==> src/rtl/vpw_tx_pkg.sv <==
package vpw_tx_pkg;

  typedef enum logic [1:0] {
    KIND_MSG  = 2'd0,
    KIND_IFR1 = 2'd1,
    KIND_IFR2 = 2'd2,
    KIND_IFR3 = 2'd3
  } frame_kind_e;

  typedef enum logic [1:0] {
    ST_IDLE,
    ST_SOF,
    ST_NB,
    ST_DATA
  } tx_state_e;

  localparam logic [7:0] CRC_POLY   = 8'h1D;
  localparam logic [7:0] CRC_PRESET = 8'hFF;

  // One byte of CRC-8, MSB first, whole byte folded in before shifting
  function automatic logic [7:0] crc8_byte(input logic [7:0] crc, input logic [7:0] data);
    logic [7:0] c;
    c = crc ^ data;
    for (int i = 0; i < 8; i++) begin
      c = c[7] ? ((c << 1) ^ CRC_POLY) : (c << 1);
    end
    return c;
  endfunction

  // A symbol is long when the bit value differs from the line level
  function automatic logic sym_is_long(input logic bit_val, input logic active);
    return bit_val ^ active;
  endfunction

  function automatic logic kind_has_crc(input frame_kind_e k);
    return (k == KIND_MSG) || (k == KIND_IFR3);
  endfunction

  function automatic logic nb_is_long(input frame_kind_e k);
    return k == KIND_IFR3;
  endfunction

  // Terminal count of the tick divider for each divide select
  function automatic logic [2:0] div_limit(input logic [1:0] sel);
    case (sel)
      2'd0:    return 3'd0;
      2'd1:    return 3'd1;
      2'd2:    return 3'd3;
      default: return 3'd5;
    endcase
  endfunction

endpackage

==> src/rtl/vpw_tick_gen.sv <==
module vpw_tick_gen
  import vpw_tx_pkg::*;
(
  input  logic       clk,
  input  logic       rst_n,
  input  logic [1:0] div_sel,
  output logic       tick
);
  localparam int DW = 3;

  logic [DW-1:0] cnt;
  logic [DW-1:0] lim;

  always_comb begin
    lim  = div_limit(div_sel);
    tick = (cnt >= lim);
  end

  always_ff @(posedge clk) begin
    if (!rst_n)    cnt <= '0;
    else if (tick) cnt <= '0;
    else           cnt <= cnt + 1'b1;
  end
endmodule

==> src/rtl/vpw_sym_timer.sv <==
module vpw_sym_timer #(
  parameter int CW = 9
) (
  input  logic          clk,
  input  logic          rst_n,
  input  logic          tick,
  input  logic          load,
  input  logic [CW-1:0] load_val,
  output logic          sym_end
);
  logic [CW-1:0] cnt;

  // The symbol closes on the tick that finds one count left
  assign sym_end = tick && (cnt == CW'(1));

  always_ff @(posedge clk) begin
    if (!rst_n)                      cnt <= '0;
    else if (load)                   cnt <= load_val;
    else if (tick && (cnt != '0))    cnt <= cnt - 1'b1;
  end
endmodule

==> src/rtl/vpw_crc_acc.sv <==
module vpw_crc_acc
  import vpw_tx_pkg::*;
(
  input  logic       clk,
  input  logic       rst_n,
  input  logic       init,
  input  logic       upd,
  input  logic [7:0] data,
  output logic [7:0] crc
);
  always_ff @(posedge clk) begin
    if (!rst_n)    crc <= CRC_PRESET;
    else if (init) crc <= crc8_byte(CRC_PRESET, data);
    else if (upd)  crc <= crc8_byte(crc, data);
  end
endmodule

==> src/rtl/vpw_frame_tx.sv <==
module vpw_frame_tx
  import vpw_tx_pkg::*;
#(
  parameter int SHORT_T = 128,
  parameter int LONG_T  = 256,
  parameter int SOF_T   = 400
) (
  input  logic       clk,
  input  logic       rst_n,
  input  logic [1:0] div_sel,
  input  logic       byte_valid,
  input  logic [7:0] byte_data,
  input  logic       byte_last,
  input  logic [1:0] frame_kind,
  input  logic       eod_seen,
  output logic       vpw_out,
  output logic       byte_sent
);
  localparam int MAX_T = (SOF_T > LONG_T) ? SOF_T : LONG_T;
  localparam int CW    = $clog2(MAX_T + 1);

  tx_state_e   state;
  frame_kind_e kind_q;
  frame_kind_e kind_in;
  logic [7:0]  cur_byte;
  logic        cur_last;
  logic        in_crc;
  logic [2:0]  bit_idx;
  logic        phase;
  logic [7:0]  hold_byte;
  logic        hold_last;
  logic        hold_full;
  logic        vpw_q;
  logic        sent_q;

  // Named internal events
  logic          tick;
  logic          sym_end;
  logic          start_evt;
  logic          byte_end;
  logic          head_end;
  logic          frame_end;
  logic          idle;
  logic          in_data;
  logic          crc_due;
  logic          next_avail;
  logic          pop_hold;
  logic          hold_take;
  logic          nbit;
  logic [7:0]    next_byte;
  logic [7:0]    crc_val;
  logic          tmr_load;
  logic [CW-1:0] tmr_val;

  function automatic logic [CW-1:0] sym_len(input logic b, input logic act);
    return sym_is_long(b, act) ? CW'(LONG_T) : CW'(SHORT_T);
  endfunction

  vpw_tick_gen u_tick (
    .clk     (clk),
    .rst_n   (rst_n),
    .div_sel (div_sel),
    .tick    (tick)
  );

  vpw_sym_timer #(.CW(CW)) u_timer (
    .clk      (clk),
    .rst_n    (rst_n),
    .tick     (tick),
    .load     (tmr_load),
    .load_val (tmr_val),
    .sym_end  (sym_end)
  );

  vpw_crc_acc u_crc (
    .clk   (clk),
    .rst_n (rst_n),
    .init  (start_evt),
    .upd   (pop_hold),
    .data  (start_evt ? byte_data : hold_byte),
    .crc   (crc_val)
  );

  always_comb begin
    idle       = (state == ST_IDLE);
    in_data    = (state == ST_DATA);
    kind_in    = frame_kind_e'(frame_kind);
    start_evt  = idle && byte_valid && ((kind_in == KIND_MSG) || eod_seen);
    head_end   = ((state == ST_SOF) || (state == ST_NB)) && sym_end;
    byte_end   = in_data && sym_end && (bit_idx == 3'd7);
    crc_due    = cur_last && !in_crc && kind_has_crc(kind_q);
    next_avail = !in_crc && (crc_due || (!cur_last && hold_full));
    next_byte  = crc_due ? ~crc_val : hold_byte;
    pop_hold   = byte_end && !in_crc && !cur_last && hold_full;
    frame_end  = byte_end && !next_avail;
    hold_take  = !idle && byte_valid && !cur_last && !in_crc
                 && (!hold_full || pop_hold) && !(pop_hold && hold_last);
    nbit       = byte_end ? next_byte[7] : cur_byte[3'd6 - bit_idx];

    tmr_load = 1'b0;
    tmr_val  = '0;
    if (start_evt) begin
      tmr_load = 1'b1;
      if (kind_in == KIND_MSG)   tmr_val = CW'(SOF_T);
      else if (nb_is_long(kind_in)) tmr_val = CW'(LONG_T);
      else                       tmr_val = CW'(SHORT_T);
    end else if (head_end) begin
      tmr_load = 1'b1;
      tmr_val  = sym_len(cur_byte[7], 1'b0);
    end else if (in_data && sym_end && !frame_end) begin
      tmr_load = 1'b1;
      tmr_val  = sym_len(nbit, ~phase);
    end
  end

  always_ff @(posedge clk) begin
    if (!rst_n) begin
      state     <= ST_IDLE;
      kind_q    <= KIND_MSG;
      cur_byte  <= '0;
      cur_last  <= 1'b0;
      in_crc    <= 1'b0;
      bit_idx   <= '0;
      phase     <= 1'b0;
      hold_byte <= '0;
      hold_last <= 1'b0;
      hold_full <= 1'b0;
      vpw_q     <= 1'b0;
      sent_q    <= 1'b0;
    end else begin
      sent_q <= byte_end;

      if (hold_take) begin
        hold_byte <= byte_data;
        hold_last <= byte_last;
        hold_full <= 1'b1;
      end else if (pop_hold) begin
        hold_full <= 1'b0;
      end

      if (start_evt) begin
        state     <= (kind_in == KIND_MSG) ? ST_SOF : ST_NB;
        kind_q    <= kind_in;
        cur_byte  <= byte_data;
        cur_last  <= byte_last;
        in_crc    <= 1'b0;
        hold_full <= 1'b0;
        bit_idx   <= '0;
        phase     <= 1'b0;
        vpw_q     <= 1'b1;
      end else if (head_end) begin
        state   <= ST_DATA;
        bit_idx <= '0;
        phase   <= 1'b0;
        vpw_q   <= 1'b0;
      end else if (in_data && sym_end) begin
        if (frame_end) begin
          state     <= ST_IDLE;
          vpw_q     <= 1'b0;
          in_crc    <= 1'b0;
          cur_last  <= 1'b0;
          hold_full <= 1'b0;
        end else begin
          phase   <= ~phase;
          vpw_q   <= ~phase;
          bit_idx <= bit_idx + 1'b1;
          if (byte_end) begin
            cur_byte <= next_byte;
            if (crc_due) in_crc   <= 1'b1;
            else         cur_last <= hold_last;
          end
        end
      end
    end
  end

  assign vpw_out   = vpw_q;
  assign byte_sent = sent_q;

endmodule

==> config.mk <==
export PLATFORM = sky130hd
export DESIGN_NAME = vpw_frame_tx
export DESIGN_NICKNAME = d
export VERILOG_FILES = /design/src/rtl/vpw_tx_pkg.sv /design/src/rtl/vpw_tick_gen.sv /design/src/rtl/vpw_sym_timer.sv /design/src/rtl/vpw_crc_acc.sv /design/src/rtl/vpw_frame_tx.sv
export SDC_FILE = /design/constraint.sdc
export NUM_CORES = 1
export LEC_CHECK = 0
export BUFFER_PORTS_ARGS = -buffer_cell sky130_fd_sc_hd__buf_2
export CAP_MARGIN = 20
export CORE_MARGIN = 10
export CORE_UTILIZATION = 32
export CTS_CLUSTER_SIZE = 16
export DETAILED_ROUTE_END_ITERATION = 8
export GPL_ROUTABILITY_DRIVEN = 1
export GPL_TIMING_DRIVEN = 0
export PLACE_DENSITY = 0.53
export SETUP_SLACK_MARGIN = 0.1
export SLEW_MARGIN = 20
export SYNTH_ARGS = -nofsm -noshare
export SYNTH_HDL_FRONTEND = slang
export SYNTH_SLANG_ARGS = --single-unit
==> constraint.sdc <==
create_clock -name clk -period 3.4 [get_ports clk]
set_clock_uncertainty 0.15 [all_clocks]
set_input_delay 0.68 -clock clk [delete_from_list [all_inputs] [get_ports clk]]
set_output_delay 0.68 -clock clk [all_outputs]
set_load 0.05 [all_outputs]
After elaboration in Yosys (flattened, before gate mapping)
Index checks and enable logic that the tools add are counted.
- word-level logic and storage cells: 177
- register bits: 50
- magnitude comparators: 2
- reductions and logical operators: 56
- bitwise gates (word level): 24
- equality and inequality tests: 12
- mux-type cells: 64
- $add $sub $neg: 4
- operators with widths (cell ; count):
    9-bit two-way mux ; 9
    5-bit two-way mux ; 16
    8-bit two-way mux ; 9
    4-bit inverter ; 16
    1-bit two-way mux ; 23
    1-bit logical AND ; 22
    8-bit inverter ; 2
    4-bit AND reduction ; 3
    2-bit nonzero test ; 6
    2-bit == test, second input constant ; 5
    2-bit two-way mux ; 5
    9-bit by 1-bit == test with 1-bit output, second input constant ; 1
    3-bit one-hot mux with 3 select lines ; 1
    3-bit nonzero test ; 3
    9-bit nonzero test ; 1
    9-bit by 1-bit subtractor with 9-bit output, second input constant ; 1
    2-bit logical NOT ; 4
    8-bit XOR ; 1
    1-bit logical NOT ; 7
    3-bit by 1-bit adder with 3-bit output, second input constant ; 2
    1-bit logical OR ; 5
    2-bit by 1-bit == test with 1-bit output, second input constant ; 2
    3-bit by 4-bit less-than comparator with 1-bit output, second input constant ; 1
    2-bit != test, second input constant ; 2
    other kinds (10) ; 15

Logic depth before layout (Yosys ltp)
Gate-level depths: netlist (run 1).
- word-level depth: 23
- gate-level depth with buffers: 10
- gate-level depth less buffers: 8

By module
From an unflattened synthesis (run 1), not the netlist that was laid out.
- cells, all modules: 407
- area total of the unflattened synthesis: 3419.5 µm²
- modules (own cells, without submodules) (module ; instances ; cells an instance ; area each (µm²)):
    vpw_frame_tx ; 1 ; 227 ; 1781.7
    vpw_crc_acc ; 1 ; 90 ; 835.8
    vpw_sym_timer ; 1 ; 69 ; 601.8
    vpw_tick_gen ; 1 ; 21 ; 200.2

Worst setup path after synthesis (run 1)
OpenSTA, ideal clock, no wires.
- kind: input port to flip-flop
- from: in div_sel[1]
- to: reg u_crc.crc[2]
- data arrival time: 2761 ps
- required time: 3126 ps
- path buffers: 2
- cell stages on the path: 10
- setup slack: 365 ps
- cell sequence: or2_2 ha_1 nor2b_1 o21a_1 buf_2 or4_4 buf_6 nor2_4 nor2_1 a2111o_1
- word-level cells in the longest chain between the ends: 10
- elaborated cells on any way between the ends: 12
- ends and longest elaborated chain (what ; RTL line ; RTL):
    start, declared ; vpw_frame_tx.sv:10 ; input logic [1:0] div_sel,
    2-bit == test, or another cell as far along ; vpw_tx_pkg.sv:45 ; case (sel)
    3-bit one-hot mux with 3 select lines * ; vpw_tx_pkg.sv:45 ;
    3-bit >= comparator * ; vpw_tick_gen.sv:16 ; tick = (cnt >= lim);
    1-bit logical AND * ; vpw_sym_timer.sv:14 ; assign sym_end = tick && (cnt == CW'(1));
    1-bit logical AND * (2 in series) ; vpw_frame_tx.sv:90 ; byte_end = in_data && sym_end && (bit_idx == 3'd7);
    1-bit logical AND * (3 in series) ; vpw_frame_tx.sv:94 ; pop_hold = byte_end && !in_crc && !cur_last && hold_full;
    2-bit nonzero test (no source line) * ; - ;
    end signal, assigned ; vpw_crc_acc.sv:13 ; else if (init) crc <= crc8_byte(CRC_PRESET, data);
    end signal, assigned ; vpw_crc_acc.sv:14 ; else if (upd) crc <= crc8_byte(crc, data);
    end, declared ; vpw_crc_acc.sv:9 ; output logic [7:0] crc
Every way passes the cells marked *; elsewhere a longest branch is shown, timed or not.
A chain may end at the register's enable or synchronous reset.

Worst setup path after layout (run 1)
- from: in div_sel[1]
- to: reg u_crc.crc[6]
Same word-level chain as after synthesis.

==> impl_metrics.csv, run 1 <==
group,metric,value,unit
run_status,status,"complete, no violations",
logic_synthesis,syn_avg_cell_area,8.55,µm²
layout,layout.cells.non_filler,546,
die,num_rows,37,
logic_synthesis,synthesis.nets,417,
logic_synthesis,ys_warn_count,0,
die,start_util,32.5,%
clock_network,cts.path.max_buffers,2,
power_and_ir_drop,cellLeakagePower,1.43,nW
flow_run,cap_violations,0,
global_routing,grt_max_degree,16,
logic_synthesis,ys_types,57,
clock_network,cts_root_buf,"clkbuf_8",
setup_path,crit_path_start_kind,"input pin",
die,die_w,122,µm
logic_synthesis,syn_inst,387,
timing,report.final.slew_viol_count,0,
timing,worst_pin_slew,0.787,ns
clock_network,hold_buffers,0,
setup_path,critPathKind,"in -> reg",
power_and_ir_drop,vdd_drop_max,263,µV
logic_synthesis,ys_ff_latch,50,
clock_network,cts_setup_buffers,0,
setup_path,cp.arrival,3.15,ns
detailed_routing,first_iter_violations,211,
layout,n_fill_cell,1101,
setup_path,endpoint_kind,"flop",
clock_network,path_clk_slew,0.10,ns
timing,relSlewSlack,47.1,%
clock_network,cts.sinks,50,
detailed_routing,viasPerCell,5.12,
die,die_area,14800,µm²
logic_synthesis,synthAdderAreaFrac,4.91,%
global_routing,grt_pass1_vias,2873,
die,die_h,122,µm
logic_synthesis,synth_compound_area_share,15.8,%
placed_design,dp_cells,538,
timing,report.final.hold_viol_count,0,
timing,period_share,92.2,%
die,ios,19,
layout,syn2layout_area_growth,10.3,%
global_routing,grt_usage,12.4,%
detailed_routing,wl_per_cell,16.2,µm
power_and_ir_drop,power,2.02,mW
power_and_ir_drop,power_per_cell_area,552,nW/µm²
timing,fin_worst_hold_slack,0.323,ns
timing,fmax,0.319,GHz
logic_synthesis,synth-seq-area-share,30.2,%
clock_network,cts_tree,"yes",
logic_synthesis,synth_xor_area_share,15.8,%
timing,finalSetupViolations,0,
setup_path,path_max_fanout,4,
detailed_routing,dr.pass1.iters,5,
layout,drive_above_1_share,10.2,%
layout,antenna_cells,0,
setup_path,critical_path_required,3.42,ns
layout,fin_nets,439,
timing,fin_crit,3.13,ns
clock_network,cts_buffers,5,
detailed_routing,drc,0,
logic_synthesis,synth_edf_count,0,
worst_hold_path,hold_path_class,"reg -> reg",
logic_synthesis,yosys.area_share.simple,18.6,%
placed_design,gp_congestion,0.876,
detailed_routing,final_antenna_net_count,0,
placed_design,hpwl,6.83,mm
placed_design,place.port_buffers,15,
layout,final_util,35.9,%
timing,rsz0062_at_grt,"no",
logic_synthesis,synth_mux_area_share,9.60,%
global_routing,antenna_found_initial,0,
global_routing,grt_overflow_total,0,
clock_network,clock_latency,0.31,ns
die,coreArea,10200,µm²
logic_synthesis,synth_top_family_by_area,"simple AND/OR/NAND/NOR gates",
logic_synthesis,syn_area,3310,µm²
logic_synthesis,synthArstFlopShare,0,%
detailed_routing,vias,2797,
clock_network,cts_htree_levels,2,
clock_network,cts_resized,0,
detailed_routing,wirelength,8.86,mm
global_routing,grt_pass1_wl,14.9,mm
logic_synthesis,synth-main-ff-cell,"dfxtp_1",
[critical path: stages]
cell,delay (ns)
buf_2,0.11
or2_2,0.29
ha_1,0.27
nor2b_1,0.05
o21ai_0,0.43
nand4_1,0.26
nor3_1,0.70
mux2i_1,0.27
o211ai_1,0.09
[flip-flops by register name, summed over array words and instances, names as in the netlist]
name         cells
cur_last         1
hold_last        1
phase            1
u_timer.cnt      9
cur_byte         8
u_tick.cnt       3
byte_sent        1
state            2
vpw_out          1
kind_q           2
hold_byte        8
u_crc.crc        8
bit_idx          3
hold_full        1
in_crc           1
[per-stage QoR]
stage	TNS [ns]	area, µm²	setup WS, ns
6_report	0	3650	0.267
4_1_cts	0	3650	0.217
3_5_place_dp	-0.729	3560	-0.124
2_1_floorplan	0	3310	0.365
3_3_place_gp	-0.359	3560	-0.0682
5_1_grt	0	3650	0.125
[logic make-up after synthesis]
| logic type | after synthesis |
|---|---|
| DFF | 50 |
| and+or+nand+nor | 123 |
| AOI/OAI and AO/OA | 78 |
| xor gates and xnor gates | 55 |
| buffers and inverters | 39 |
| adders and majority gates | 13 |
| muxes | 29 |
[power breakdown]
group	leakage [nW]	total (mW)	switching (mW)	internal, mW
sequential	0.409	0.764	0.0951	0.669
combinational	0.975	0.870	0.486	0.384
clock	0.0472	0.382	0.217	0.164
[synth_stat cells, types with 3 or more instances]
master	n	area, µm²
inv_1	15	56.3
nand4_1	4	25.0
buf_2	3	15.0
clkbuf_1	17	63.8
ha_1	13	163
xnor3_1	3	67.6
dfxtp_1	50	1000
o31ai_1	3	22.5
xor2_1	19	166
or3_1	3	18.8
nand2_1	40	150
nand3_1	6	30.0
o211ai_1	3	22.5
a31oi_1	12	75.1
o2111ai_1	7	61.3
o21ai_0	18	90.1
nor4_1	3	18.8
mux2i_1	25	250
xnor2_1	33	289
nor3_1	8	40.0
nor3b_1	4	30.0
a21oi_1	14	70.1
nor2_1	33	124
o21a_1	4	30.0
[layout by cell type (no fill, tap or decap), types with 2 or more instances in the layout]
cell and instances:
a211oi_1 2, a21oi_1 14, a221oi_1 2, a31oi_1 12
and2_1 2, and3_1 2, buf_2 18, buf_6 2
clkbuf_1 16, clkbuf_2 2, clkbuf_8 6, dfxtp_1 50
ha_1 13, inv_1 15, mux2_2 2, mux2i_1 25
mux4_2 2, nand2_1 40, nand2b_1 2, nand3_1 6
nand3b_1 2, nand4_1 4, nand4b_1 2, nor2_1 33
nor2b_1 2, nor3_1 8, nor3b_1 4, nor4_1 3
nor4b_1 2, o2111ai_1 7, o211ai_1 3, o21a_1 4
o21ai_0 18, o31a_1 2, o31ai_1 3, or2_2 2
or3_1 3, xnor2_1 33, xnor3_1 3, xor2_1 19
[metal layers]
metal | global-route usage (%) | wire length [µm] | up-vias
met2 | 19.9 | 3970 | 55
li1 | - | - | 1409
met3 | 2.17 | 479 | 10
met1 | 16.7 | 4300 | 1323
met5 | 0 | 0 | -
met4 | 3.80 | 114 | 0
[layout make-up]
class	instances	area, µm²	area share [%]
Tap cell	136	170	4.66
Multi-Input combinational cell	298	2140	58.7
Timing Repair Buffer	15	75.1	2.06
Sequential cell	50	1000	27.4
Buffer	23	108	2.95
Clock inverter	2	12.5	0.343
Clock buffer	6	82.6	2.26
Inverter	16	60.1	1.64
[worst paths after layout]
check / start / endpoint / slack [ns] / depth (start not counted)
worst max-delay path: div_sel[1] / u_crc.crc[6] / 0.27 / 9
worst min-delay path: u_tick.cnt[0] / u_tick.cnt[0] / 0.32 / 1
worst max register to register: u_timer.cnt[0] / u_timer.cnt[8] / 0.39 / 8
worst min register to register: u_tick.cnt[0] / u_tick.cnt[0] / 0.32 / 1
Note: power is estimated with default switching activity, not from simulation.
==> inputs of run 2 (changes only) <==
==> constraint.sdc (replaced) <==
create_clock -name clk -period 3.4 [get_ports clk]
set_clock_uncertainty 0.15 [all_clocks]
set_input_delay 0.51 -clock clk [delete_from_list [all_inputs] [get_ports clk]]
set_output_delay 0.51 -clock clk [all_outputs]
set_load 0.05 [all_outputs]
==> run 2 against run 1 <==
Clock power about the same. Final cell count is the same. Cell area about the same. Wire length about the same. Worst setup slack better by 0.13 ns. Via count about the same. First-iteration DRC count did not move. Sequential cell count unchanged. Non-clock buffer count stayed put. Clock-buffer cell count stayed put. Critical path type is now reg -> reg. Critical endpoint is now u_timer.cnt[8]. Largest power group unchanged. Highest routed layer unchanged.
==> impl_metrics.csv, run 2 (same netlist as run 1, synthesis figures left out) <==
group,metric,value,unit
clock_network,path_clk_slew,0.10,ns
global_routing,antenna_found_initial,0,
flow_run,cap_violations,0,
power_and_ir_drop,vdd_drop_max,263,µV
die,start_util,32.5,%
timing,setup_slack,0.392,ns
clock_network,cts_setup_buffers,0,
placed_design,dp_cells,538,
layout,syn2layout_area_growth,10.3,%
timing,period_share,88.5,%
power_and_ir_drop,cellLeakagePower,1.43,nW
detailed_routing,drc,0,
timing,worst_pin_slew,0.787,ns
timing,rsz0062_at_grt,"no",
die,die_area,14800,µm²
die,num_rows,37,
power_and_ir_drop,power,2.02,mW
detailed_routing,wirelength,8.86,mm
layout,regMostFlops,"u_timer.cnt",
global_routing,grt_max_degree,16,
layout,layout_commonest_cell,"dfxtp_1",
detailed_routing,first_iter_violations,211,
global_routing,grt_usage,12.4,%
detailed_routing,final_antenna_net_count,0,
setup_path,critPathKind,"reg -> reg",
setup_path,cp.arrival,3.10,ns
timing,final.setup.tns,0,ns
timing,report.final.hold_viol_count,0,
die,ios,19,
clock_network,cts_buffers,5,
layout,largest_reg_flops,9,
global_routing,grt_pass1_wl,14.9,mm
timing,fin_crit,3.01,ns
clock_network,cts_resized,0,
setup_path,timing.rr.start,"u_timer.cnt[0]",
detailed_routing,vias,2799,
timing,fmax,0.332,GHz
die,die_h,122,µm
global_routing,grt_pass1_vias,2873,
detailed_routing,wl_per_cell,16.2,µm
die,coreArea,10200,µm²
die,die_w,122,µm
clock_network,clock_latency,0.31,ns
timing,report.final.slew_viol_count,0,
layout,drive_above_1_share,10.0,%
clock_network,cts.sinks,50,
power_and_ir_drop,power_per_cell_area,552,nW/µm²
setup_path,path_max_fanout,7,
detailed_routing,viasPerCell,5.13,
setup_path,worstRegToRegCells,8,
global_routing,grt_overflow_total,0,
clock_network,cts_htree_levels,2,
clock_network,cts.path.max_buffers,2,
setup_path,regToRegEndpoint,"u_timer.cnt[8]",
layout,antenna_cells,0,
detailed_routing,dr.pass1.iters,4,
layout,final_util,35.8,%
setup_path,r2r_setup_slack,0.39,ns
setup_path,crit_end,"u_timer.cnt[8]",
placed_design,gp_congestion,0.876,
layout,layout.cells.non_filler,546,
placed_design,place.port_buffers,15,
layout,layout_common_cells,"50 x dfxtp_1, 40 x nand2_1, 33 x xnor2_1, 33 x nor2_1, 25 x mux2i_1",
layout,multiInputGateArea,2140,µm²
setup_path,endpoint_kind,"flop",
clock_network,cts_root_buf,"clkbuf_8",
worst_hold_path,hold_path_class,"in -> reg",
setup_path,crit_start,"u_timer.cnt[0]",
setup_path,crit_path_start_kind,"flop",
setup_path,critical_path_required,3.49,ns
clock_network,cts_tree,"yes",
timing,relSlewSlack,47.1,%
layout,fin_nets,439,
placed_design,place_ws,0.0462,ns
run_status,status,"complete, no violations",
placed_design,hpwl,6.83,mm
clock_network,hold_buffers,0,
timing,finalSetupViolations,0,
layout,n_fill_cell,1102,
layout,regArea,1000,µm²
==> run 2: cell counts in the layout (fill, tap and decap cells not counted) <==
No cell type changed its count.
==> run 2: worst min path at each step <==
stage | startpoint | to | slack, ns | cells after the start
after floorplan | u_tick.cnt[0] | u_tick.cnt[0] | 0.27 | 1
after global placement | u_tick.cnt[0] | u_tick.cnt[0] | 0.28 | 1
after detailed placement | kind_q[1] | kind_q[1] | 0.31 | 2
after CTS | byte_last | hold_last | 0.29 | 3
after global routing | frame_kind[0] | kind_q[0] | 0.33 | 3
final | byte_last | hold_last | 0.30 | 3
==> run 2: per-layer routing <==
| layer | global-route usage (%) | up-vias | routed length [µm] | share of wire (%) |
|---|---|---|---|---|
| met5 | 0 | - | 0 | 0 |
| met2 | 19.9 | 55 | 3970 | 45 |
| met1 | 16.7 | 1325 | 4300 | 49 |
| met4 | 3.80 | 0 | 114 | 1.3 |
| li1 | - | 1409 | - | - |
| met3 | 2.17 | 10 | 479 | 5.4 |
==> run 2: per-stage QoR <==
stage	area, µm²	hold WS (ns)
2_1_floorplan	3310	0.267
3_3_place_gp	3560	0.282
3_5_place_dp	3560	0.314
4_1_cts	3650	0.295
5_1_grt	3650	0.327
6_report	3650	0.298
==> run 2: area by class of cell <==
class,count,area share (%)
Inverter,16,1.64
Timing Repair Buffer,15,2.06
Multi-Input combinational cell,298,58.7
Buffer,23,2.91
Tap cell,136,4.66
Sequential cell,50,27.4
Clock buffer,6,2.26
Clock inverter,2,0.343
==> run 2: critical path: stages, from the launching register on <==
cell,delay [ns]
dfxtp_1,0.41
ha_1,0.18
nor3b_1,0.55
nand3_1,0.22
or3_1,0.34
clkbuf_1,0.21
mux2i_1,0.25
mux2_2,0.40
a211oi_1,0.22
==> run 2: power by group <==
group          switching [mW]  internal [mW]  total (mW)
logic                   0.486          0.384       0.870
clock network           0.217          0.164       0.382
registers              0.0951          0.669       0.764
total                   0.798           1.22        2.02
